--- src/rtl/bsram_dec_pkg.sv ---
// Package: shared cycle codes for the burst SRAM cycle decoder.
// Assumes: a 3-bit code is wide enough for all five cycle kinds.
package bsram_dec_pkg;
    localparam int CYC_W = 3;

    typedef enum logic [CYC_W-1:0] {
        CYC_DESEL    = 3'd0,
        CYC_RD_BEGIN = 3'd1,
        CYC_WR_BEGIN = 3'd2,
        CYC_CONT     = 3'd3,
        CYC_SUSP     = 3'd4
    } cyc_kind_e;
endpackage

--- src/rtl/bsram_enable_decode.sv ---
// Module: combines the chip enables and the two address strobes.
// Produces the chip-select term and the qualified start requests.
// Assumes: every input is active at the levels noted, sampled before the edge.
module bsram_enable_decode (
    input  logic ce_a_n,
    input  logic ce_b,
    input  logic ce_c_n,
    input  logic ads_proc_n,
    input  logic ads_ctrl_n,
    output logic chip_sel,
    output logic start_proc,
    output logic start_ctrl
);
    // Purpose: qualify the strobes; the processor strobe needs the first enable and ranks first.
    always_comb begin
        chip_sel   = !ce_a_n && ce_b && !ce_c_n;
        start_proc = !ads_proc_n && !ce_a_n;
        start_ctrl = !ads_ctrl_n && !start_proc;
    end
endmodule

--- src/rtl/bsram_write_decode.sv ---
// Module: builds the per-byte write mask and the combined write term.
// Assumes: a global write enables every byte; otherwise bytes need bwe_n low.
module bsram_write_decode #(
    parameter int NBYTE = 4
) (
    input  logic             gwr_n,
    input  logic             bwe_n,
    input  logic [NBYTE-1:0] bw_n,
    output logic [NBYTE-1:0] mask,
    output logic             wterm
);
    genvar gi;
    generate
        for (gi = 0; gi < NBYTE; gi++) begin : g_byte
            // Purpose: one byte lane is written under global write or its own strobe.
            always_comb begin
                mask[gi] = !gwr_n || (!bwe_n && !bw_n[gi]);
            end
        end
    endgenerate

    // Purpose: the cycle is a write when any lane is enabled.
    always_comb begin
        wterm = |mask;
    end
endmodule

--- src/rtl/bsram_cycle_fsm.sv ---
// Module: classifies each cycle and registers the result, including the
// sticky selected state.
// Assumes: the start requests are already prioritised by the enable decoder.
module bsram_cycle_fsm
    import bsram_dec_pkg::*;
#(
    parameter int NBYTE = 4
) (
    input  logic             clk,
    input  logic             rst_n,
    input  logic             chip_sel,
    input  logic             start_proc,
    input  logic             start_ctrl,
    input  logic             adv_n,
    input  logic             wterm,
    input  logic [NBYTE-1:0] mask,
    output cyc_kind_e        cyc_q,
    output logic             load_q,
    output logic             adv_q,
    output logic             wr_q,
    output logic [NBYTE-1:0] mask_q,
    output logic             active_q
);
    cyc_kind_e        cyc_d;
    logic             load_d, adv_d, wr_d, active_d;
    logic [NBYTE-1:0] mask_d;

    // Purpose: next-cycle decode from the strobes, the advance input and the sticky state.
    always_comb begin
        cyc_d    = CYC_DESEL;
        load_d   = 1'b0;
        adv_d    = 1'b0;
        wr_d     = 1'b0;
        mask_d   = '0;
        active_d = active_q;
        if (start_proc || start_ctrl) begin
            active_d = chip_sel;
            if (chip_sel) begin
                load_d = 1'b1;
                if (start_ctrl && wterm) begin
                    cyc_d  = CYC_WR_BEGIN;
                    wr_d   = 1'b1;
                    mask_d = mask;
                end else begin
                    cyc_d = CYC_RD_BEGIN;
                end
            end
        end else if (active_q) begin
            wr_d   = wterm;
            mask_d = mask;
            if (!adv_n) begin
                cyc_d = CYC_CONT;
                adv_d = 1'b1;
            end else begin
                cyc_d = CYC_SUSP;
            end
        end
    end

    // Purpose: register the classified cycle for use in the following clock cycle.
    always_ff @(posedge clk) begin
        if (!rst_n) begin
            cyc_q    <= CYC_DESEL;
            load_q   <= 1'b0;
            adv_q    <= 1'b0;
            wr_q     <= 1'b0;
            mask_q   <= '0;
            active_q <= 1'b0;
        end else begin
            cyc_q    <= cyc_d;
            load_q   <= load_d;
            adv_q    <= adv_d;
            wr_q     <= wr_d;
            mask_q   <= mask_d;
            active_q <= active_d;
        end
    end
endmodule

--- src/rtl/bsram_cycle_decoder.sv ---
// Module: top of the burst SRAM cycle decoder. It ties together the enable
// decoder, the write decoder and the cycle state machine.
// Assumes: all inputs are synchronous to clk; reset is synchronous active-low.
module bsram_cycle_decoder
    import bsram_dec_pkg::*;
#(
    parameter int NBYTE = 4
) (
    input  logic             clk,
    input  logic             rst_n,
    input  logic             ce_a_n,
    input  logic             ce_b,
    input  logic             ce_c_n,
    input  logic             ads_proc_n,
    input  logic             ads_ctrl_n,
    input  logic             adv_n,
    input  logic             gwr_n,
    input  logic             bwe_n,
    input  logic [NBYTE-1:0] bw_n,
    output logic [CYC_W-1:0] cyc_o,
    output logic             load_o,
    output logic             adv_o,
    output logic             wr_o,
    output logic [NBYTE-1:0] wmask_o,
    output logic             sel_o
);
    logic             chip_sel, start_proc, start_ctrl, wterm;
    logic [NBYTE-1:0] mask;
    cyc_kind_e        cyc_q;

    bsram_enable_decode u_en (
        .ce_a_n     (ce_a_n),
        .ce_b       (ce_b),
        .ce_c_n     (ce_c_n),
        .ads_proc_n (ads_proc_n),
        .ads_ctrl_n (ads_ctrl_n),
        .chip_sel   (chip_sel),
        .start_proc (start_proc),
        .start_ctrl (start_ctrl)
    );

    bsram_write_decode #(.NBYTE(NBYTE)) u_wr (
        .gwr_n (gwr_n),
        .bwe_n (bwe_n),
        .bw_n  (bw_n),
        .mask  (mask),
        .wterm (wterm)
    );

    bsram_cycle_fsm #(.NBYTE(NBYTE)) u_fsm (
        .clk        (clk),
        .rst_n      (rst_n),
        .chip_sel   (chip_sel),
        .start_proc (start_proc),
        .start_ctrl (start_ctrl),
        .adv_n      (adv_n),
        .wterm      (wterm),
        .mask       (mask),
        .cyc_q      (cyc_q),
        .load_q     (load_o),
        .adv_q      (adv_o),
        .wr_q       (wr_o),
        .mask_q     (wmask_o),
        .active_q   (sel_o)
    );

    // Purpose: present the cycle code as a plain vector at the port.
    always_comb begin
        cyc_o = cyc_q;
    end
endmodule

--- config.mk ---
export PLATFORM = sky130hd
export DESIGN_NAME = bsram_cycle_decoder
export DESIGN_NICKNAME = d
export VERILOG_FILES = /design/src/rtl/bsram_dec_pkg.sv /design/src/rtl/bsram_enable_decode.sv /design/src/rtl/bsram_write_decode.sv /design/src/rtl/bsram_cycle_fsm.sv /design/src/rtl/bsram_cycle_decoder.sv
export SDC_FILE = /design/constraint.sdc
export NUM_CORES = 1
export LEC_CHECK = 0
export BUFFER_PORTS_ARGS = -buffer_cell sky130_fd_sc_hd__clkbuf_2
export CAP_MARGIN = 5
export CORE_AREA = 2 2 39 41
export CTS_BUF_LIST = sky130_fd_sc_hd__clkbuf_2 sky130_fd_sc_hd__clkbuf_4 sky130_fd_sc_hd__clkbuf_8
export DETAILED_ROUTE_END_ITERATION = 12
export DIE_AREA = 0 0 41 43
export PLACE_DENSITY_LB_ADDON = 0.3
export SLEW_MARGIN = 20
export SYNTH_ARGS = -nofsm -noshare
export SYNTH_HDL_FRONTEND = slang
export SYNTH_SLANG_ARGS = --single-unit
--- constraint.sdc ---
create_clock -name clk -period 1.3 [get_ports clk]
set_clock_uncertainty 0.2 [all_clocks]
set_input_delay 0.13 -clock clk [delete_from_list [all_inputs] [get_ports clk]]
set_output_delay 0.13 -clock clk [all_outputs]
set_load 0.01 [all_outputs]
=== After elaboration in Yosys (flattened, before gate mapping) ===
Cells that the tools add are included.

* Bits in registers: 11
* Output and inout port bits: 11
* Logic and storage cells: 51

* Bitwise gates (word level): 2
* Mux-type cells: 15
* Reductions and logical operators: 28

{| class="wikitable"
|+ Operators by type and width
! operator !! number
|-
| 2-to-1 mux 4 bit || 4
|-
| 2-to-1 mux 3 bit || 4
|-
| zero test 1 bit || 11
|-
| logical AND 1 bit || 9
|-
| 2-to-1 mux 1 bit || 6
|-
| logical OR 1 bit || 5
|-
| OR reduction 4 bit || 1
|-
| OR reduction 3 bit || 1
|-
| 2-to-1 mux 2 bit || 1
|-
| NOT 1 bit || 2
|-
| AND reduction 2 bit || 1
|}

=== Longest topological paths before layout ===
Gate-level depths: netlist of run 1.

* Depth after elaboration: 8
* Mapped depth: 3
* Depth with buffers taken out: 3

=== Modules after synthesis ===
Synthesis of run 1 repeated with hierarchy kept, for this count alone.

* Cells, all modules: 40
* Area, all modules: 404.1 µm²

{| class="wikitable"
|+ By module, submodules not included
! module !! cells each !! sequential area each (µm²) !! area an instance (µm²) !! instances
|-
| bsram_cycle_fsm || 31 || 220.2 || 344.1 || 1
|-
| bsram_write_decode || 6 || 0.0 || 33.8 || 1
|-
| bsram_enable_decode || 3 || 0.0 || 26.3 || 1
|}

=== Least setup slack after synthesis of run 1 ===
OpenSTA, ideal clock, no wires.

* Kind: register to register
* From: register u_fsm.active_q
* To: register u_fsm.mask_q[0]
* Clock period less this slack: 1082 ps
* Path buffers: 0
* Cell stages (with the launch flop): 4
* Path slack: 218 ps
* Arrival: 818 ps
* Cell sequence: dfxtp_1 o2111ai_4 a21boi_4 nor2_1

* Longest elaborated chain between the ends: 2

{| class="wikitable"
|+ RTL lines
! element !! RTL line !! source
|-
| start, declared || bsram_cycle_fsm.sv:22 || <nowiki>output logic active_q</nowiki>
|-
| start signal, assigned || bsram_cycle_fsm.sv:75 || <nowiki>active_q <= active_d;</nowiki>
|-
| 2-to-1 mux 4 bit || bsram_cycle_fsm.sv:48 || <nowiki>end else if (active_q) begin</nowiki>
|-
| 2-to-1 mux 4 bit || bsram_cycle_fsm.sv:36 || <nowiki>if (start_proc || start_ctrl) begin</nowiki>
|-
| end signal, assigned || bsram_cycle_fsm.sv:74 || <nowiki>mask_q <= mask_d;</nowiki>
|-
| end, declared || bsram_cycle_fsm.sv:21 || <nowiki>output logic [NBYTE-1:0] mask_q,</nowiki>
|}

No other way between the ends.
A chain may end at the register's enable or synchronous reset.

=== Worst setup path after layout of run 1 ===
* From: register u_fsm.active_q
* To: output port sel_o

{| class="wikitable"
|+ RTL lines
! element !! RTL line !! source
|-
| end, declared || bsram_cycle_decoder.sv:25 || <nowiki>output logic sel_o</nowiki>
|}

No word-level cell between the ends.

==> results.md, run 1 <==
- In this run the number of H-tree levels came out at 1.
- The total area of sequential cells is 220 um2.
- The cell type with the highest aggregate area in the netlist is sky130_fd_sc_hd__dfxtp_1.
- At the end of routability-driven placement, the weighted congestion stood at 0.685.
- After clock tree synthesis, the setup repair step added 0 buffers.
- The number of antenna violations at the first check in global routing is 0.
- The total area inside the core boundary comes to 1380 um2.
- The critical path goes through clkbuf_2.
- Dividing the detail-routed wire length by the instance count gives 10.3 um.
- The root buffer cell is sky130_fd_sc_hd__clkbuf_4.
- The number of pins with negative max-slew slack in the final report is 0.
- The via count is 382.
- The combinational family with the most area after synthesis is compound AO/OA/AOI/OAI gates.
- The number of detailed-route iterations in the first pass is 1.
- The synthesized netlist occupies a cell area of 413 um2.
- The first-pass GRT wire length is 1410 um.
- Setup repair after global routing left no endpoint under its margin.
- The delay of the slowest cell on the worst path is 370 ps.
- Max-cap violations in this run came to 0.
- The number of port buffers is 24.
- The remaining max-slew budget at the tightest pin is 83.7%.
- The compound-gate portion of the synthesized area is 27.0%.
- After synthesis, the cell types taking the most area are sky130_fd_sc_hd__dfxtp_1, sky130_fd_sc_hd__o21a_1, sky130_fd_sc_hd__nor2_1.
- The number of failing setup endpoints in the final timing report is 0.
- In this run the static leakage power is 0.317 nW.
- Synthesis produced a netlist whose cell count is 38.
- For this run, the post-layout net count is 86.
- The capturing element type of the critical path is an output port.
- The proportion of synthesized flip-flops having asynchronous set or reset is 0%.
- The total power per unit cell area is 1040 nW/um2.
- Measured along the x axis, the die boundary spans 41 um.
- Post-CTS repair changed the size of 0 cells.
- The count of inserted antenna diode cells is 0.
- Among all flip-flop cells after synthesis, the most frequent one is sky130_fd_sc_hd__dfxtp_1.
- Power comes to 0.000656 W.
- Buffers inserted during clock tree synthesis total 3.
- After clock tree synthesis, the clock-pin slew on the worst setup and hold paths is 70 ps.
- The maximum buffer depth of the clock tree is 2.
- The run finished, with violations left.
- The synthesized netlist devotes 0% of its cell area to XOR and XNOR gates.
- Cells with a size suffix above 1 make up 43.7% of the layout.
- The clock insertion delay at the later pin of the skew report is 260 ps.
- The count of state elements after synthesis is 11.
- Broken down by cell family, the worst path's largest delay share belongs to flip-flops.
- The tightest hold path in the finished design has a slack of -24.3 ps.
- Of the total synthesized cell area, the portion taken by full adders, half adders and majority gates is 0%.
- At the worst endpoint, the required time is 970 ps.
- The floorplan row count is 14.
- For flop-to-flop paths, the worst setup slack is 190 ps.
- The number of hold-repair buffers added at the cts stage is 5.
- The detailed router put a total of 376 um of wire on met1.
- The floorplan die area is 1760 um2.
- The number of DRC violations after detailed-routing iteration 0 is 0.
- Sequential elements use 53.3% of the synthesized area.
- The final reports fail on hold timing.
- The worst path arrival time is 780 ps.
- The met2 routed wirelength is 466 um.
- The worst register-to-register path has a depth of 3.
- Counting flops with a built-in enable in the synthesized netlist gives 0.
- The met3 wirelength from detailed routing is 31 um.
- The combined global-route utilization of all metal layers is 11.8%.
- The cell type of the slowest stage on the worst timing path is sky130_fd_sc_hd__dfxtp_1.
- The starting density of the core is 29.8%.
- The aggregate routed wire length is 897 um.
- The achievable frequency is 899 MHz.
- Counting both buffers and inverters, the worst setup path holds a total of 1.
- A synthesized cell averages 10.9 um2.
- The number of cells on the critical path is 1.
- The number of distinct library cells after synthesis is 13.
- The maximum net fanout on the critical path is 2.
- The via count normalized by instance count is 4.39.
- Summing the areas of all and, or, nand and nor instances in the mapped netlist gives 17.9% of the synthesized area.
- The commonest cells after synthesis are sky130_fd_sc_hd__dfxtp_1, sky130_fd_sc_hd__nor2_1, sky130_fd_sc_hd__o21a_1.
- The multiplexer fraction of the synthesized cell area is 0%.
- The clock tree from TritonCTS is built.
- The I/O pin count is 25.
- The measured slew at the worst slew-check pin is 244 ps.
- The number of nets produced by synthesis is 52.
- The sum of negative setup slack is 0 ps.
- After detailed routing, the number of remaining DRC violations is 0.
- The uppermost layer routed is met4.
- The critical path is of the reg2out type.
- The period utilization is 85.5%.
- From bottom edge to top edge, the die measures 43 um.
- For the finished layout, the period the worst path requires is 1110 ps.
- The final global-route overflow total is 0.
- The most common cell in the synthesized netlist is sky130_fd_sc_hd__dfxtp_1.
- Fill cells in the final layout number 134.
- The clock drives 11 sinks.
- The maximum number of pins on one net before global-route repair is 8.
- The antenna violation net count after detailed routing is 0.
- The worst min-delay path class is in2reg.
- Counting instances, the worst hold path has a depth of 3.
- The type of element launching the critical path is a flip-flop.
- The final count of hold timing violations is 4.
- The Yosys warning count is 0.
- The worst-case vdd ir drop is 0.000405 V.
- The layout overhead on the synthesized area is 52.7%.
- The number of global-route vias before repair is 368.
- The top cell type by area accounts for 53.3% of the synthesized area.
- In the final layout, the multi-input gates occupy 185 um2.
- The HPWL after detailed placement is 695 um.
## registers in the layout (all words and copies together), names as in the netlist
register / cells
u_fsm.wr_q: 1
u_fsm.adv_q: 1
u_fsm.mask_q: 4
u_fsm.active_q: 1
u_fsm.load_q: 1
u_fsm.cyc_q: 3
## report_power, final
part            total, W  switching, W  internal [W]
Sequential      0.000344    0.00000183      0.000342
Combinational  0.0000792     0.0000366     0.0000426
Clock           0.000233      0.000119      0.000114
Total           0.000656      0.000158      0.000498
## layout by cell type, fill, tap and decap left out
cell	Yosys	routed
sky130_fd_sc_hd__nand2_1	4	4
sky130_fd_sc_hd__and4_1	1	1
sky130_fd_sc_hd__dfxtp_1	11	11
sky130_fd_sc_hd__clkbuf_4	0	3
sky130_fd_sc_hd__clkinv_2	0	1
sky130_fd_sc_hd__a211oi_1	1	1
sky130_fd_sc_hd__dlygate4sd3_1	0	5
sky130_fd_sc_hd__a21boi_4	1	1
sky130_fd_sc_hd__o2111ai_4	1	1
sky130_fd_sc_hd__nor2_1	7	7
sky130_fd_sc_hd__o2bb2ai_1	1	1
sky130_fd_sc_hd__clkbuf_2	0	24
sky130_fd_sc_hd__o22ai_1	2	2
sky130_fd_sc_hd__and2b_1	1	1
sky130_fd_sc_hd__and4bb_4	1	1
sky130_fd_sc_hd__inv_1	2	2
sky130_fd_sc_hd__o21a_1	5	5
## kinds of logic (layout without fill, tap and decap cells)
| logic type | after synthesis | after routing |
|---|---|---|
| DFF | 11 | 11 |
| and+or+nand+nor | 14 | 14 |
| AOI/OAI and AO/OA | 11 | 11 |
| buffers and inverters | 2 | 35 |
## metal layers
| layer | GRT usage [%] | vias up |
|---|---|---|
| met3 | 3.14 | 2 |
| li1 | - | 200 |
| met4 | 8.00 | 0 |
| met5 | 0 | - |
| met1 | 11.6 | 171 |
| met2 | 20.0 | 9 |
## final timing paths
kind | end | start
max | sel_o | u_fsm.active_q$_SDFFE_PN0N_
min | u_fsm.cyc_q[2]$_SDFF_PP0_ | ads_ctrl_n
max reg2reg | u_fsm.mask_q[2]$_SDFF_PN0_ | u_fsm.active_q$_SDFFE_PN0N_
min reg2reg | u_fsm.cyc_q[2]$_SDFF_PP0_ | u_fsm.active_q$_SDFFE_PN0N_
## metrics by stage
step | cell area (um2) | cells | hold WS [ps] | worst slack, ps | utilization (%)
floorplan | 413 | 38 | 2.38 | 218 | -
global placement | 553 | 78 | 148 | 120 | 40.0
detailed placement | 553 | 78 | 146 | 112 | 40.0
CTS | 631 | 87 | -22.4 | 177 | 45.6
global route | 631 | 87 | -17.6 | 131 | 45.6
finish | 631 | 87 | -24.3 | 188 | 45.6
## cell type report
class	count	area share [%]
flip-flops and latches	11	34.9
inverters	2	1.19
well taps	16	3.17
multi-input cells	25	29.4
repair buffers	29	27.0
clock buffers	3	3.57
clock inverters	1	0.794
Note: power is estimated with default switching activity, not from simulation.
==> inputs of run 2 (changes only) <==
--- a/config.mk
+++ b/config.mk
@@ -11,7 +11,7 @@
 export CTS_BUF_LIST = sky130_fd_sc_hd__clkbuf_2 sky130_fd_sc_hd__clkbuf_4 sky130_fd_sc_hd__clkbuf_8
 export DETAILED_ROUTE_END_ITERATION = 12
 export DIE_AREA = 0 0 41 43
-export PLACE_DENSITY_LB_ADDON = 0.3
+export PLACE_DENSITY_LB_ADDON = 0.1
 export SLEW_MARGIN = 20
 export SYNTH_ARGS = -nofsm -noshare
 export SYNTH_HDL_FRONTEND = slang
==> run 2 against run 1 <==
The flow still finishes with violations (hold timing); largest power group unchanged; non-clock buffer count unchanged; sequential power barely moved; via count up 3.9%; global-route usage increased by 0.69 points; maximum frequency down 14%; critical path type is now in2reg; sequential share of layout area fell by 0.55 points; clock power up 6%; hold slack improved by 16 ps; first-iteration DRC count rose by 1; utilization up 0.72 points.
==> results.md, run 2 (same netlist as run 1, synthesis figures left out) <==
- The first-pass GRT wire length is 1460 um.
- The maximum buffer depth of the clock tree is 2.
- Clock latency on the worst-skew pair, taken at its later pin, is 260 ps.
- Walking the worst path, the cells encountered are dlygate4sd3_1 > clkbuf_2 > and4_4 > a211oi_2 > o22ai_1.
- The achievable frequency is 777 MHz.
- The measured slew at the worst slew-check pin is 245 ps.
- After clock tree synthesis, the clock-pin slew on the worst setup and hold paths is 70 ps.
- The count of buffering cells on the critical path with inverters included is 2.
- The fill cell total of the finished layout is 145.
- The slowest stage of the critical path belongs to the cell sky130_fd_sc_hd__dlygate4sd3_1.
- Hold timing on the final database bottoms out at a slack of -8.35 ps.
- The maximum level of the CTS H-tree is 1.
- Global routing finished with a remaining overflow of 0.
- The delay of the slowest cell on the worst path is 530 ps.
- The total leakage power is 0.319 nW.
- For the finished layout, the period the worst path requires is 1290 ps.
- The type of the worst setup path is in2reg.
- Setup slack closes at 12.8 ps.
- The number of port buffers is 24.
- After detailed placement, the design holds a cell count of 78.
- From bottom edge to top edge, the die measures 43 um.
- The share of the core filled with cells in the final layout is 46.3%.
- TritonCTS built the clock tree.
- The number of failing setup endpoints in the final timing report is 0.
- The run finished, with violations left.
- The final reports fail on hold timing.
- After clock tree synthesis, the setup repair step added 0 buffers.
- The count of inserted antenna diode cells is 0.
- The period utilization is 99.0%.
- In the routed design, unresolved DRC markers number 0.
- The floorplan row count is 14.
- The largest delay contributor family on the critical path is buffers and inverters.
- The per-cell routed wire length is 10.5 um.
- Cells with a size suffix above 1 make up 46.5% of the layout.
- For this configuration, the core starts out at a cell density of 29.8%.
- The top cell types in the final layout, fill and taps aside, are sky130_fd_sc_hd__clkbuf_2, sky130_fd_sc_hd__dfxtp_1, sky130_fd_sc_hd__nor2_1, sky130_fd_sc_hd__o21a_1, sky130_fd_sc_hd__dlygate4sd3_1.
- CTS saw 11 sinks.
- The number of DRC violations after detailed-routing iteration 0 is 1.
- In this run the power density over the cells is 1050 nW/um2.
- The cell depth of the worst min-delay path is 3.
- The capturing element type of the critical path is a flip-flop.
- The first detailed-routing pass took 4 iterations.
- The maximum number of pins on one net before global-route repair is 8.
- The type of element launching the critical path is an input pin.
- Using the TritonRoute via totals, the vias-per-cell ratio works out to 4.56.
- The final route contains 397 vias.
- Counting cells, the worst reg-to-reg path comes to 3.
- At the worst endpoint, the required time is 1250 ps.
- Counting flops per register, the top entry is u_fsm.mask_q.
- The tightest min-delay check is of the in2reg type.
- The reported max-cap violation count is 0.
- The congestion estimate from routability-driven global placement came to 0.609.
- The sum of net half-perimeters after detailed placement is 690 um.
- The final count of hold timing violations is 2.
- The number of antenna violations at the first check in global routing came to 0.
- In this run the remaining antenna-violating nets after routing total 0.
- In this run the number of cells on the critical path is 5.
- The net count reported at finish is 86.
- The number of standard cells in the layout, taps in and fillers out is 87.
- The combined global-route utilization of all metal layers is 12.5%.
- The number of global-route vias before repair was 377.
- The finished cells cover 641 um2.
- The aggregate routed wire length is 910 um.
- The die is 41 um wide.
- The largest registers in the layout are u_fsm.mask_q: 4 flops, u_fsm.cyc_q: 3 flops.
- STA puts the critical path data arrival time at 1230 ps.
- The TritonCTS buffer count is 3.
- At the placement stage, the worst setup path has a slack of 115 ps.
- The tree is rooted in a sky130_fd_sc_hd__clkbuf_4.
- The completed layout was analyzed and its total power is 0.000675 W.
- From synthesis to final layout, the design area changed by 55.2%.
- The register with the most flip-flops in the layout has 4 of them.
- The number of pins with negative max-slew slack in the final report is 0.
- Leaving out fill and tap cells, the most frequent cell in the layout is sky130_fd_sc_hd__clkbuf_2.
- Along the worst path, the maximum fanout reaches 2.
- The remaining max-slew budget at the tightest pin is 83.7%.
- VDD sags by at most 0.000491 V.
- The I/O pin count is 25.
- The die covers 1760 um2.
- The standard cell core area is 1380 um2.
- The placed instance area is 553 um2.
==> run 2: through the flow <==
stage | hold slack [ps] | TNS [ps]
floorplan | 2.38 | 0
global placement | 152 | 0
detailed placement | 145 | 0
CTS | -17.5 | 0
global route | -0.551 | -7.66
finish | -8.35 | 0
==> run 2: per-layer routing <==
metal	GRT usage, %	vias to the layer above	wire, um
li1	-	203	-
met1	15.1	175	365
met2	17.8	19	447
met3	6.28	0	97
met4	6.00	0	0
met5	0	-	0
==> run 2: worst reg2reg max path, stage by stage (launching register included) <==
cell and delay [ps]:
sky130_fd_sc_hd__dfxtp_1 390, sky130_fd_sc_hd__o2111ai_4 170, sky130_fd_sc_hd__a21boi_4 190, sky130_fd_sc_hd__nor2_1 110
==> run 2: layout make-up <==
class	count	area [um2]	area share, %
flip-flops and latches	11	220	34.4
multi-input cells	25	193	30.1
repair buffers	29	170	26.6
clock buffers	4	30.0	4.69
well taps	16	20.0	3.13
inverters	2	7.51	1.17
==> run 2: where the power goes <==
group	internal [W]	switching, W
Sequential	0.000342	0.00000208
Clock	0.000139	0.000109
Combinational	0.0000439	0.0000381
==> run 2: what timing repair did <==
action                                 CTS  global route
hold buffers                             5             0
setup endpoints to repair                0             1
resized for setup                        0             2
endpoints found under the hold margin    9             0
==> run 2: worst paths after layout <==
path	slack [ps]	from	endpoint
setup / recovery	10	bw_n[0]	u_fsm.cyc_q[0]$_SDFF_PN0_
hold / removal	-8	ads_ctrl_n	u_fsm.adv_q$_SDFF_PP0_
setup reg to reg	180	u_fsm.active_q$_SDFFE_PN0N_	u_fsm.wr_q$_SDFF_PN0_
hold reg to reg	360	u_fsm.active_q$_SDFFE_PN0N_	u_fsm.adv_q$_SDFF_PP0_
